--- config.mk ---
export PLATFORM = sky130hd
export DESIGN_NAME = disp_serial_frontend
export DESIGN_NICKNAME = d
export VERILOG_FILES = /design/src/rtl/disp_pkg.sv /design/src/rtl/disp_frame_track.sv /design/src/rtl/disp_shift_reg.sv /design/src/rtl/disp_ctrl_words.sv /design/src/rtl/disp_serial_frontend.sv
export SDC_FILE = /design/constraint.sdc
export NUM_CORES = 1
export LEC_CHECK = 0
export BUFFER_PORTS_ARGS = -buffer_cell sky130_fd_sc_hd__buf_4
export CORE_MARGIN = 5
export CORE_UTILIZATION = 35
export DETAILED_ROUTE_END_ITERATION = 12
export GPL_TIMING_DRIVEN = 1
export PLACE_DENSITY_LB_ADDON = 0.08
export SLEW_MARGIN = 5
export SYNTH_ARGS = -nofsm -noshare
export SYNTH_HDL_FRONTEND = slang
export SYNTH_SLANG_ARGS = --single-unit
--- constraint.sdc ---
create_clock -name clk_i -period 2.1 [get_ports clk_i]
set_input_delay 0.105 -clock clk_i [delete_from_list [all_inputs] [get_ports clk_i]]
set_output_delay 0.105 -clock clk_i [all_outputs]
set_load 0.005 [all_outputs]
--- src/rtl/disp_pkg.sv ---
package disp_pkg;
    typedef enum logic {
        TGT_DOT  = 1'b0,
        TGT_CTRL = 1'b1
    } tgt_e;

    typedef struct packed {
        logic active;
        tgt_e tgt;
    } frame_st_t;
endpackage

--- src/rtl/disp_frame_track.sv ---
module disp_frame_track
    import disp_pkg::*;
(
    input  logic clk_i,
    input  logic rst_ni,
    input  logic ce_ni,
    input  logic rsel_i,
    output logic shift_o,
    output logic end_o,
    output tgt_e cur_tgt_o,
    output tgt_e frame_tgt_o
);
    frame_st_t st_d, st_q;
    logic      start;

    always_comb begin
        st_d        = st_q;
        start       = !ce_ni && !st_q.active;
        st_d.active = !ce_ni;
        if (start) begin
            st_d.tgt = rsel_i ? TGT_CTRL : TGT_DOT;
        end
        shift_o     = !ce_ni;
        end_o       = ce_ni && st_q.active;
        cur_tgt_o   = start ? (rsel_i ? TGT_CTRL : TGT_DOT) : st_q.tgt;
        frame_tgt_o = st_q.tgt;
    end

    always_ff @(posedge clk_i) begin
        if (!rst_ni) begin
            st_q <= '{active: 1'b0, tgt: TGT_DOT};
        end else begin
            st_q <= st_d;
        end
    end

    // Target chosen at window start holds for the whole window.
    assert_tgt_hold_R3: assert property (@(posedge clk_i) disable iff (!rst_ni)
        (st_q.active && !ce_ni) |=> $stable(st_q.tgt));
endmodule

--- src/rtl/disp_shift_reg.sv ---
module disp_shift_reg #(
    parameter int W = 8
) (
    input  logic         clk_i,
    input  logic         rst_ni,
    input  logic         en_i,
    input  logic         bit_i,
    output logic [W-1:0] q_o
);
    typedef struct packed {
        logic [W-1:0] data;
    } sr_st_t;

    sr_st_t st_d, st_q;

    always_comb begin
        st_d = st_q;
        if (en_i) begin
            st_d.data = {st_q.data[W-2:0], bit_i};
        end
    end

    always_ff @(posedge clk_i) begin
        if (!rst_ni) begin
            st_q <= '0;
        end else begin
            st_q <= st_d;
        end
    end

    assign q_o = st_q.data;

    assert_shift_in_R2: assert property (@(posedge clk_i) disable iff (!rst_ni)
        en_i |=> (q_o[0] == $past(bit_i)));
    assert_idle_hold_R9: assert property (@(posedge clk_i) disable iff (!rst_ni)
        !en_i |=> $stable(q_o));
endmodule

--- src/rtl/disp_ctrl_words.sv ---
module disp_ctrl_words #(
    parameter int CW = 8
) (
    input  logic          clk_i,
    input  logic          rst_ni,
    input  logic          latch_i,
    input  logic [CW-1:0] sr_i,
    output logic [CW-1:0] w0_o,
    output logic [CW-1:0] w1_o
);
    localparam int SEL_BIT = CW - 1;
    localparam int RSV_LO  = 2;
    localparam int RSV_HI  = CW - 2;

    typedef struct packed {
        logic [CW-1:0] w0;
        logic [CW-1:0] w1;
    } words_st_t;

    words_st_t st_d, st_q;
    logic [CW-1:0] rsv_mask;

    always_comb begin
        rsv_mask = '1;
        for (int i = RSV_LO; i <= RSV_HI; i++) begin
            rsv_mask[i] = 1'b0;
        end
        st_d = st_q;
        if (latch_i) begin
            if (sr_i[SEL_BIT]) begin
                st_d.w1 = sr_i & rsv_mask;
            end else begin
                st_d.w0 = sr_i;
            end
        end
    end

    always_ff @(posedge clk_i) begin
        if (!rst_ni) begin
            st_q <= '0;
        end else begin
            st_q <= st_d;
        end
    end

    assign w0_o = st_q.w0;
    assign w1_o = st_q.w1;

    assert_word_hold_R11: assert property (@(posedge clk_i) disable iff (!rst_ni)
        !latch_i |=> ($stable(w0_o) && $stable(w1_o)));
endmodule

--- src/rtl/disp_serial_frontend.sv ---
module disp_serial_frontend #(
    parameter int DOT_W = 160,
    parameter int CW    = 8
) (
    input  logic             clk_i,
    input  logic             rst_ni,
    input  logic             ce_ni,
    input  logic             rsel_i,
    input  logic             din_i,
    output logic             dout_o,
    output logic [DOT_W-1:0] dot_o,
    output logic [CW-1:0]    word0_o,
    output logic [CW-1:0]    word1_o
);
    import disp_pkg::*;

    localparam int DOT_MSB  = DOT_W - 1;
    localparam int SEL_BIT  = CW - 1;
    localparam int MODE_BIT = 0;

    logic          shift, win_end, dot_en, ctrl_en, latch;
    tgt_e          cur_tgt, frame_tgt;
    logic [CW-1:0] csr;

    disp_frame_track u_frame (
        .clk_i      (clk_i),
        .rst_ni     (rst_ni),
        .ce_ni      (ce_ni),
        .rsel_i     (rsel_i),
        .shift_o    (shift),
        .end_o      (win_end),
        .cur_tgt_o  (cur_tgt),
        .frame_tgt_o(frame_tgt)
    );

    assign dot_en  = shift && (cur_tgt == TGT_DOT);
    assign ctrl_en = shift && (cur_tgt == TGT_CTRL);
    assign latch   = win_end && (frame_tgt == TGT_CTRL);

    disp_shift_reg #(.W(DOT_W)) u_dot_sr (
        .clk_i (clk_i),
        .rst_ni(rst_ni),
        .en_i  (dot_en),
        .bit_i (din_i),
        .q_o   (dot_o)
    );

    disp_shift_reg #(.W(CW)) u_ctrl_sr (
        .clk_i (clk_i),
        .rst_ni(rst_ni),
        .en_i  (ctrl_en),
        .bit_i (din_i),
        .q_o   (csr)
    );

    disp_ctrl_words #(.CW(CW)) u_words (
        .clk_i  (clk_i),
        .rst_ni (rst_ni),
        .latch_i(latch),
        .sr_i   (csr),
        .w0_o   (word0_o),
        .w1_o   (word1_o)
    );

    always_comb begin
        if (cur_tgt == TGT_CTRL) begin
            dout_o = word1_o[MODE_BIT] ? din_i : csr[SEL_BIT];
        end else begin
            dout_o = dot_o[DOT_MSB];
        end
    end

    assert_mode_latch_R5: assert property (@(posedge clk_i) disable iff (!rst_ni)
        (latch && csr[SEL_BIT]) |=> (word1_o[MODE_BIT] == $past(csr[MODE_BIT])));
    assert_word0_latch_R4: assert property (@(posedge clk_i) disable iff (!rst_ni)
        (latch && !csr[SEL_BIT]) |=> (word0_o == $past(csr)));
endmodule

# [After elaboration in Yosys (flattened, before gate mapping)]
# Index checks and enable logic that the tools add are counted.
[totals] regBits=180 input_bits=5
[classes] mux=4 bitwise=2 reduce_logical=9
[ops] op="logical AND 1 bit" count=5
[ops] op="2-to-1 mux 1 bit" count=4
[ops] op="AND reduction 2 bit" count=2
[ops] op="logical NOT 1 bit" count=2
[ops] op="NOT 1 bit" count=2

# [Depth between registers and ports, before layout]
# Gate-level depths: netlist of the first run.
[depth] ltp_word=5 mapped_depth=6

# [Modules after synthesis]
# From an unflattened synthesis of the first run, not the netlist that was laid out.
[hier_totals] hier_cells=604 area_unflattened_um2=6991.7
[modules_own_cells] mod="disp_shift_reg at u_dot_sr" n_inst=1 cells_each=515 area_each_um2=6088.3 seq_area_each_um2=3203.1
[modules_own_cells] mod="disp_ctrl_words" n_inst=1 cells_each=48 area_each_um2=465.4 seq_area_each_um2=200.2
[modules_own_cells] mod="disp_shift_reg at u_ctrl_sr" n_inst=1 cells_each=25 area_each_um2=301.5 seq_area_each_um2=160.2
[modules_own_cells] mod="disp_frame_track" n_inst=1 cells_each=10 area_each_um2=98.8 seq_area_each_um2=40.0
[modules_own_cells] mod="disp_serial_frontend" n_inst=1 cells_each=6 area_each_um2=37.5 seq_area_each_um2=0.0

# [Worst setup path after synthesis of the first run]
# OpenSTA, ideal clock, no wires.
[synth_timing] path_type="reg-to-reg" start="reg u_frame.st_q[1] (netlist bit)" end="reg u_dot_sr.st_q (netlist bit u_dot_sr.q_o[45])" t_arrival_ns=1.392 slack_ns=0.637 path_stages_with_launch=7 n_path_buf=3 period_less_slack_ns=1.463 cell_sequence="dfxtp_1 mux2i_1 nor2b_1 buf_4 buf_6 buf_8 mux2i_1"
[synth_between] elab_chain_len=5
[synth_lines] item="from (decl)" line_no="disp_frame_track.sv:13" rtl="frame_st_t st_d, st_q;"
[synth_lines] item="from (signal assigned)" line_no="disp_frame_track.sv:31" rtl="st_q <= '{active: 1'b0, tgt: TGT_DOT};"
[synth_lines] item="from (signal assigned)" line_no="disp_frame_track.sv:33" rtl="st_q <= st_d;"
[synth_lines] item="logical NOT 1 bit" line_no="disp_frame_track.sv:18" rtl="start = !ce_ni && !st_q.active;"
[synth_lines] item="logical AND 1 bit" line_no="disp_frame_track.sv:18"
[synth_lines] item="2-to-1 mux 1 bit" line_no="disp_frame_track.sv:25" rtl="cur_tgt_o = start ? (rsel_i ? TGT_CTRL : TGT_DOT) : st_q.tgt;"
[synth_lines] item="NOT 1 bit" line_no="disp_serial_frontend.sv:36" rtl="assign dot_en = shift && (cur_tgt == TGT_DOT);"
[synth_lines] item="logical AND 1 bit" line_no="disp_serial_frontend.sv:36"
[synth_lines] item="to (signal assigned)" line_no="disp_shift_reg.sv:27" rtl="st_q <= st_d;"
[synth_lines] item="to (decl)" line_no="disp_shift_reg.sv:14" rtl="sr_st_t st_d, st_q;"
# Every way passes these cells.
# A chain may end at the register's enable or synchronous reset.

# [Worst setup path after layout of the first run]
[layout_timing] start="in ce_ni" end="out dout_o"
[layout_between] elab_chain_len=4
[layout_lines] item="from (decl)" line_no="disp_serial_frontend.sv:7" rtl="input logic ce_ni,"
[layout_lines] item="logical NOT 1 bit" line_no="disp_frame_track.sv:18"
[layout_lines] item="logical AND 1 bit" line_no="disp_frame_track.sv:18"
[layout_lines] item="2-to-1 mux 1 bit" line_no="disp_frame_track.sv:25"
[layout_lines] item="2-to-1 mux 1 bit" line_no="disp_serial_frontend.sv:66" rtl="if (cur_tgt == TGT_CTRL) begin"
[layout_lines] item="to (decl)" line_no="disp_serial_frontend.sv:10" rtl="output logic dout_o,"
# Every way passes these cells.

==> summary.txt, run 1 <==
Critical path
  – CP Launch Type: primary input
  – CP peak stage delay: 0.55 ns
  – Cell family with most CP delay: buffers and inverters
  – R2r setup slk: 0.36 ns
  – Slowest cell on crit path: dlygate4sd3_1
  – Arrival time worst endpoint: 1.70 ns
  – Worst path cell trace: dlygate4sd3_1 > buf_4 > nor2_1 > mux2i_1 > mux2_2 > buf_4
  – WP data required: 2.00 ns
  – Buf+Inv Stages, Crit Path: 3
  – Crit path top cell by count: buf_4
  – Maximum fanout along the worst path: 6
  – Critical path type: primary input to output port
  – CP Capture Type: output port

STA
  – Actual slew at the worst max-slew pin: 0.545 ns
  – RSZ-0062 raised after global routing: false
  – Worst rel slew slack: 0.637
  – Final slew viol count: 0
  – Final Skew: 0.00680 ns
  – Final period utilization: 0.861
  – Setup tns final: 0 ns
  – Fin crit period: 1.81 ns
  – FMAX: 553 MHz
  – Final hold vios: 0
  – Setup violators final: 0

Clock network
  – Root buf cell: clkbuf_16
  – Post_cts resized: 0
  – CTS clk-pin slew, worst paths: 0.06 ns
  – CTS buffer count: 17
  – Clock Latency Late Sink: 0.42 ns
  – Sink Count: 180
  – Max clock buf depth: 2
  – CTS tree: done
  – H-tree level count: 4
  – Post-CTS Setup Bufs: 0

Synthesis
  – Post-Syn Area: 6460 um^2
  – Mean Syn Cell Area: 10.9 um^2
  – Yosys reg bits: 180
  – Yosys warning count: 0
  – Synth unique cells: 19
  – Post-Syn Instances: 594
  – Sequential share of the synthesized area: 0.558

Power and ir drop
  – Worst VDD drop: 0.559 mV
  – Pwr Density: 820 nW/um^2
  – Leak: 3.67 nW

Floorplanning
  – # IOs: 182
  – Die X-Extent: 146 um
  – Chip height: 146 um
  – Effective utilization at floorplan: 0.357
  – Die footprint: 21,300 um^2
  – Core Region: 18,100 um^2
  – Site Rows: 49

GRT
  – Number of global-route vias before repair: 4,818
  – Gr ovfl total: 0
  – Largest net degree at the start of global routing: 76
  – Initial antenna violation count: 0
  – GRT Util Overall: 0.136
  – First-pass GRT wire length: 24,100 um

Routing
  – Via Count: 4,619
  – Routed WL per cell: 14.4 um
  – Final WL: 14,400 um
  – DRC: 0
  – Drt pass-1 iters: 4
  – Antenna-violating nets left: 0
  – DR iter-0 viols: 132
  – Routed vias/inst: 4.61

Cells and area
  – Area growth syn-to-layout: 32.1%
  – Fin util: 0.472
  – FF/Latch Area: 3600 um^2
  – Final net count: 767
  – Share of layout cells above drive strength 1: 0.283
  – Multi-input logic area: 2530 um^2
  – Ant. Diodes: 0
  – Number of fill cells: 1,676

Min path
  – Worst Hold Class: primary input to register

Job
  – MaxCap Viol Count: 0

Placed design
  – IO Port Bufs: 175
  – DP Wirelength: 10,200 um
  – Final GP Congestion: 0.756

Status
  – Status: completed
-- Yosys cell counts --
library cell  instances  area [um^2]
nand2_1             169          634
buf_4                13         97.6
nor2_2                1         6.26
o21ai_0               9         45.0
clkbuf_1             11         41.3
nand3_1               9         45.0
dfxtp_1             180         3600
mux2_2                2         22.5
nand4_1               1         6.26
inv_1                 1         3.75
buf_2                10         50.1
a21boi_0              1         7.51
buf_8                10          150
nor2_1                1         3.75
nand4b_1              1         8.76
nor2b_1               3         18.8
buf_6                 1         11.3
conb_1                1         3.75
mux2i_1             170         1700
-- worst reg2reg max path: stages (launching register included) --
cell     delay (ns)
dfxtp_1        0.39
mux2i_1        0.28
nor2b_4        0.25
buf_12         0.41
mux2i_1        0.34
-- stage by stage --
step / instance area [um^2] / hold slack (ns) / std cells / setup WS [ns] / power, mW
detailed placement: 7900 / 0.344 / 969 / 0.377 / 3.81
CTS: 8530 / 0.186 / 1003 / 0.268 / 7.10
floorplan: 6480 / 0.177 / 599 / 0.637 / 3.78
finish: 8530 / 0.193 / 1003 / 0.291 / 7.00
global placement: 7900 / 0.336 / 969 / 0.447 / 3.81
global route: 8530 / 0.207 / 1003 / 0.190 / 7.26
-- per-layer routing --
layer,part of all wire,GRT usage,vias up
li1,-,-,2332
met3,0.079,0.0545,22
met4,0.019,0.0603,0
met5,0,0,-
met2,0.46,0.213,119
met1,0.45,0.166,2146
-- worst paths after layout --
| kind | from | endpoint | depth (start not counted) |
|---|---|---|---|
| worst max-delay path | ce_ni | dout_o | 6 |
| worst min register to register | u_words.w0_o[3] | u_words.w0_o[3] | 2 |
| worst max register to register | u_frame.st_q[1] | u_dot_sr.q_o[67] | 4 |
| worst min-delay path | rst_ni | u_ctrl_sr.q_o[7] | 3 |
-- layout make-up --
cell class,count,area share
Clock buffer,21,0.0540
Clock inverter,10,0.0173
Sequential cell,180,0.422
Inverter,1,0.000440
Multi-Input combinational cell,373,0.296
Timing Repair Buffer,189,0.176
Tap cell,229,0.0336
-- state kept, by name (all words and copies together), names as in the netlist --
name,count
u_dot_sr.q_o,160
u_ctrl_sr.q_o,8
u_words.w0_o,7
u_words.w1_o,3
u_frame.frame_tgt_o,1
u_frame.st_q,1
-- repair_timing --
action                     4_1_cts  5_1_grt
hold buffers                     3        0
setup endpoints to repair        0        0
hold endpoints to repair         4        0
-- layout by cell type, fill, tap and decap left out, drive strengths merged --
cell	Yosys	layout
clkbuf	11	21
nor2	2	2
mux2	2	2
conb	1	6
nand3	9	9
nand4b	1	1
o21ai	9	9
bufinv	0	3
nor2b	3	3
dlygate4sd3	0	3
buf	34	186
clkinv	0	1
a21boi	1	1
nand4	1	1
clkinvlp	0	3
nand2	169	169
dfxtp	180	180
mux2i	170	170
inv	1	4
-- where the power goes --
group          internal, mW  total [mW]  switching, mW
Combinational         0.132       0.311          0.179
Sequential             3.42        3.42        0.00395
Clock                  1.94        3.26           1.32
Total                  5.50        7.00           1.50
-- cell families (layout without fill, tap and decap cells) --
kind of cell / count (synthesis) / after routing / share of synthesized area
buffers and inverters: 46 / 221 / 0.0548
and+or+nand+nor: 185 / 185 / 0.112
other: 1 / 6 / 0.000580
muxes: 172 / 172 / 0.267
DFF: 180 / 180 / 0.558
AOI/OAI and AO/OA: 10 / 10 / 0.00813
Note: power is estimated with default switching activity, not from simulation.
==> run 2, diff against run 1 <==
clock period = 2.2 ns   (was 2.1 ns; I/O delays follow)
==> run 2 against run 1 <==
Net effect:
- sequential cell count stayed put
- critical endpoint unchanged
- critical path type unchanged
- clock skew is 0.0014 ns lower
- global-route usage is 0.30 points lower
- first-iteration DRC count is 5.3% higher
- final area is 0.43% higher
- power is 0.10% lower
==> summary.txt, run 2 (synthesis results as in run 1) <==
Status
  – Status: completed

Min path
  – Worst Hold Class: primary input to register

Cells and area
  – Ant. Diodes: 0 (unchanged)
  – Final net count: 764 (-0.39%)
  – Area growth syn-to-layout: 32.6%
  – Most frequent cells in the layout: dfxtp_1 (180), buf_4 (179), mux2i_1 (170), nand2_1 (169), clkbuf_16 (17)
  – Multi-input logic area: 2530 um^2 (unchanged)
  – Share of layout cells above drive strength 1: 0.282 (-0.000562)
  – Number of fill cells: 1,715 (+2.3%)
  – Most common cell after layout, fill and taps aside: dfxtp_1
  – Final Cell Area: 8570 um^2 (+0.43%)
  – Max FFs per register: 160 (unchanged)
  – FF/Latch Area: 3600 um^2 (unchanged)

Power and ir drop
  – Pwr Density: 816 nW/um^2 (-0.53%)
  – Leak: 3.69 nW (+0.55%)
  – Worst VDD drop: 0.499 mV (-11%)

GRT
  – Largest net degree at the start of global routing: 77 (+1.3%)
  – Number of global-route vias before repair: 4,653 (-3.4%)
  – First-pass GRT wire length: 23,500 um (-2.4%)
  – Initial antenna violation count: 0 (unchanged)
  – Gr ovfl total: 0 (unchanged)
  – GRT Util Overall: 0.133 (-0.00302)

Critical path
  – CP Capture Type: output port
  – Crit path top cell by count: buf_4
  – Arrival time worst endpoint: 1.73 ns (+0.03 ns)
  – Slowest cell on crit path: dlygate4sd3_1
  – WP data required: 2.09 ns (+0.09 ns)
  – Worst path cell trace: dlygate4sd3_1 > buf_4 > nor2_1 > mux2i_1 > mux2_2 > buf_4
  – Buf+Inv Stages, Crit Path: 3 (unchanged)
  – Critical path type: primary input to output port
  – Maximum fanout along the worst path: 6 (unchanged)
  – Cell family with most CP delay: buffers and inverters
  – CP peak stage delay: 0.55 ns (about the same)
  – CP Launch Type: primary input

Clock network
  – Clock Latency Late Sink: 0.41 ns (about the same)
  – Sink Count: 180 (unchanged)
  – H-tree level count: 4 (unchanged)
  – Root buf cell: clkbuf_16
  – CTS buffer count: 17 (unchanged)
  – CTS clk-pin slew, worst paths: 0.06 ns (about the same)
  – Post-CTS Setup Bufs: 0 (unchanged)
  – CTS tree: done
  – Max clock buf depth: 2 (unchanged)

STA
  – FMAX: 543 MHz
  – Final hold slack: 0.0165 ns (-0.177 ns)
  – Setup tns final: 0 ns (unchanged)
  – Final hold vios: 0 (unchanged)
  – Worst rel slew slack: 0.638 (+0.00130)
  – Final Skew: 0.00539 ns (-0.00141 ns)
  – Setup WS post-layout: 0.359 ns (+0.0683 ns)
  – Actual slew at the worst max-slew pin: 0.540 ns (-0.00423 ns)
  – Fin crit period: 1.84 ns
  – Setup violators final: 0 (unchanged)
  – RSZ-0062 raised after global routing: false
  – Final slew viol count: 0 (unchanged)
  – Final period utilization: 0.837

Routing
  – Final WL: 14,300 um (-0.38%)
  – Via Count: 4,617 (-0.043%)
  – Drt pass-1 iters: 4 (unchanged)
  – DRC: 0 (unchanged)
  – Antenna-violating nets left: 0 (unchanged)
  – Routed WL per cell: 14.3 um (-0.18%)
  – DR iter-0 viols: 139 (+5.3%)
  – Routed vias/inst: 4.61 (+0.16%)

Floorplanning
  – Die footprint: 21,300 um^2 (unchanged)
  – Effective utilization at floorplan: 0.357 (unchanged)
  – Core Region: 18,100 um^2 (unchanged)
  – Site Rows: 49 (unchanged)
  – # IOs: 182 (unchanged)
  – Die X-Extent: 146 um (unchanged)
  – Chip height: 146 um (unchanged)

Job
  – MaxCap Viol Count: 0 (unchanged)

Placed design
  – DP Wirelength: 10,300 um (+1.0%)
  – IO Port Bufs: 175 (unchanged)
  – Final GP Congestion: 0.749 (-0.91%)
  – Place WS: 0.473 ns (+0.0956 ns)
  – Placed Instance Area: 7870 um^2 (-0.35%)
## run 2: worst min-delay path: cells and delay by family
family / cells / cell delay (ns)
mux: 1 / 0.07
buf+inv: 1 / 0.12
simple gates: 1 / 0.08
## run 2: layout make-up
class	count	area share
inverters	1	0.000438
multi-input cells	373	0.295
flip-flops and latches	180	0.420
repair buffers	186	0.171
clock buffers	21	0.0537
clock inverters	11	0.0258
well taps	229	0.0334
## run 2: repair_timing
item,4_1_cts,5_1_grt
setup endpoints to repair,0,0
resized for setup,0,0
endpoints found under the hold margin,2,0
hold buffers,2,0
## run 2: report_power, final
part	total, mW	switching [mW]	internal (mW)
registers	3.27	0.00383	3.26
logic	0.287	0.167	0.120
clock network	3.44	1.23	2.20
total	6.99	1.40	5.59
## run 2: metal layers
layer | vias to the layer above | global-route usage | wire, um
li1 | 2321 | - | -
met1 | 2175 | 0.159 | 6150
met2 | 111 | 0.217 | 6900
met3 | 10 | 0.0585 | 1140
met4 | 0 | 0.0423 | 151
met5 | - | 0 | 0
## run 2: path summary, 6_finish.rpt
path	cells past startpoint	slack (ns)	startpoint	to
worst max-delay path	6	0.36	ce_ni	dout_o
worst min-delay path	3	0.02	din_i	u_dot_sr.q_o[0]
worst max register to register	4	0.45	u_frame.st_q[1]	u_dot_sr.q_o[82]
worst min register to register	2	0.47	u_words.w1_o[7]	u_words.w1_o[7]
## run 2: per-stage QoR
step                      total power, mW  cells   util
after CTS                            7.11   1001  0.474
final                                6.99   1001  0.474
after global placement               3.63    967  0.435
after global routing                 7.26   1001  0.474
after floorplan                      3.61    599      -
after detailed placement             3.63    967  0.435
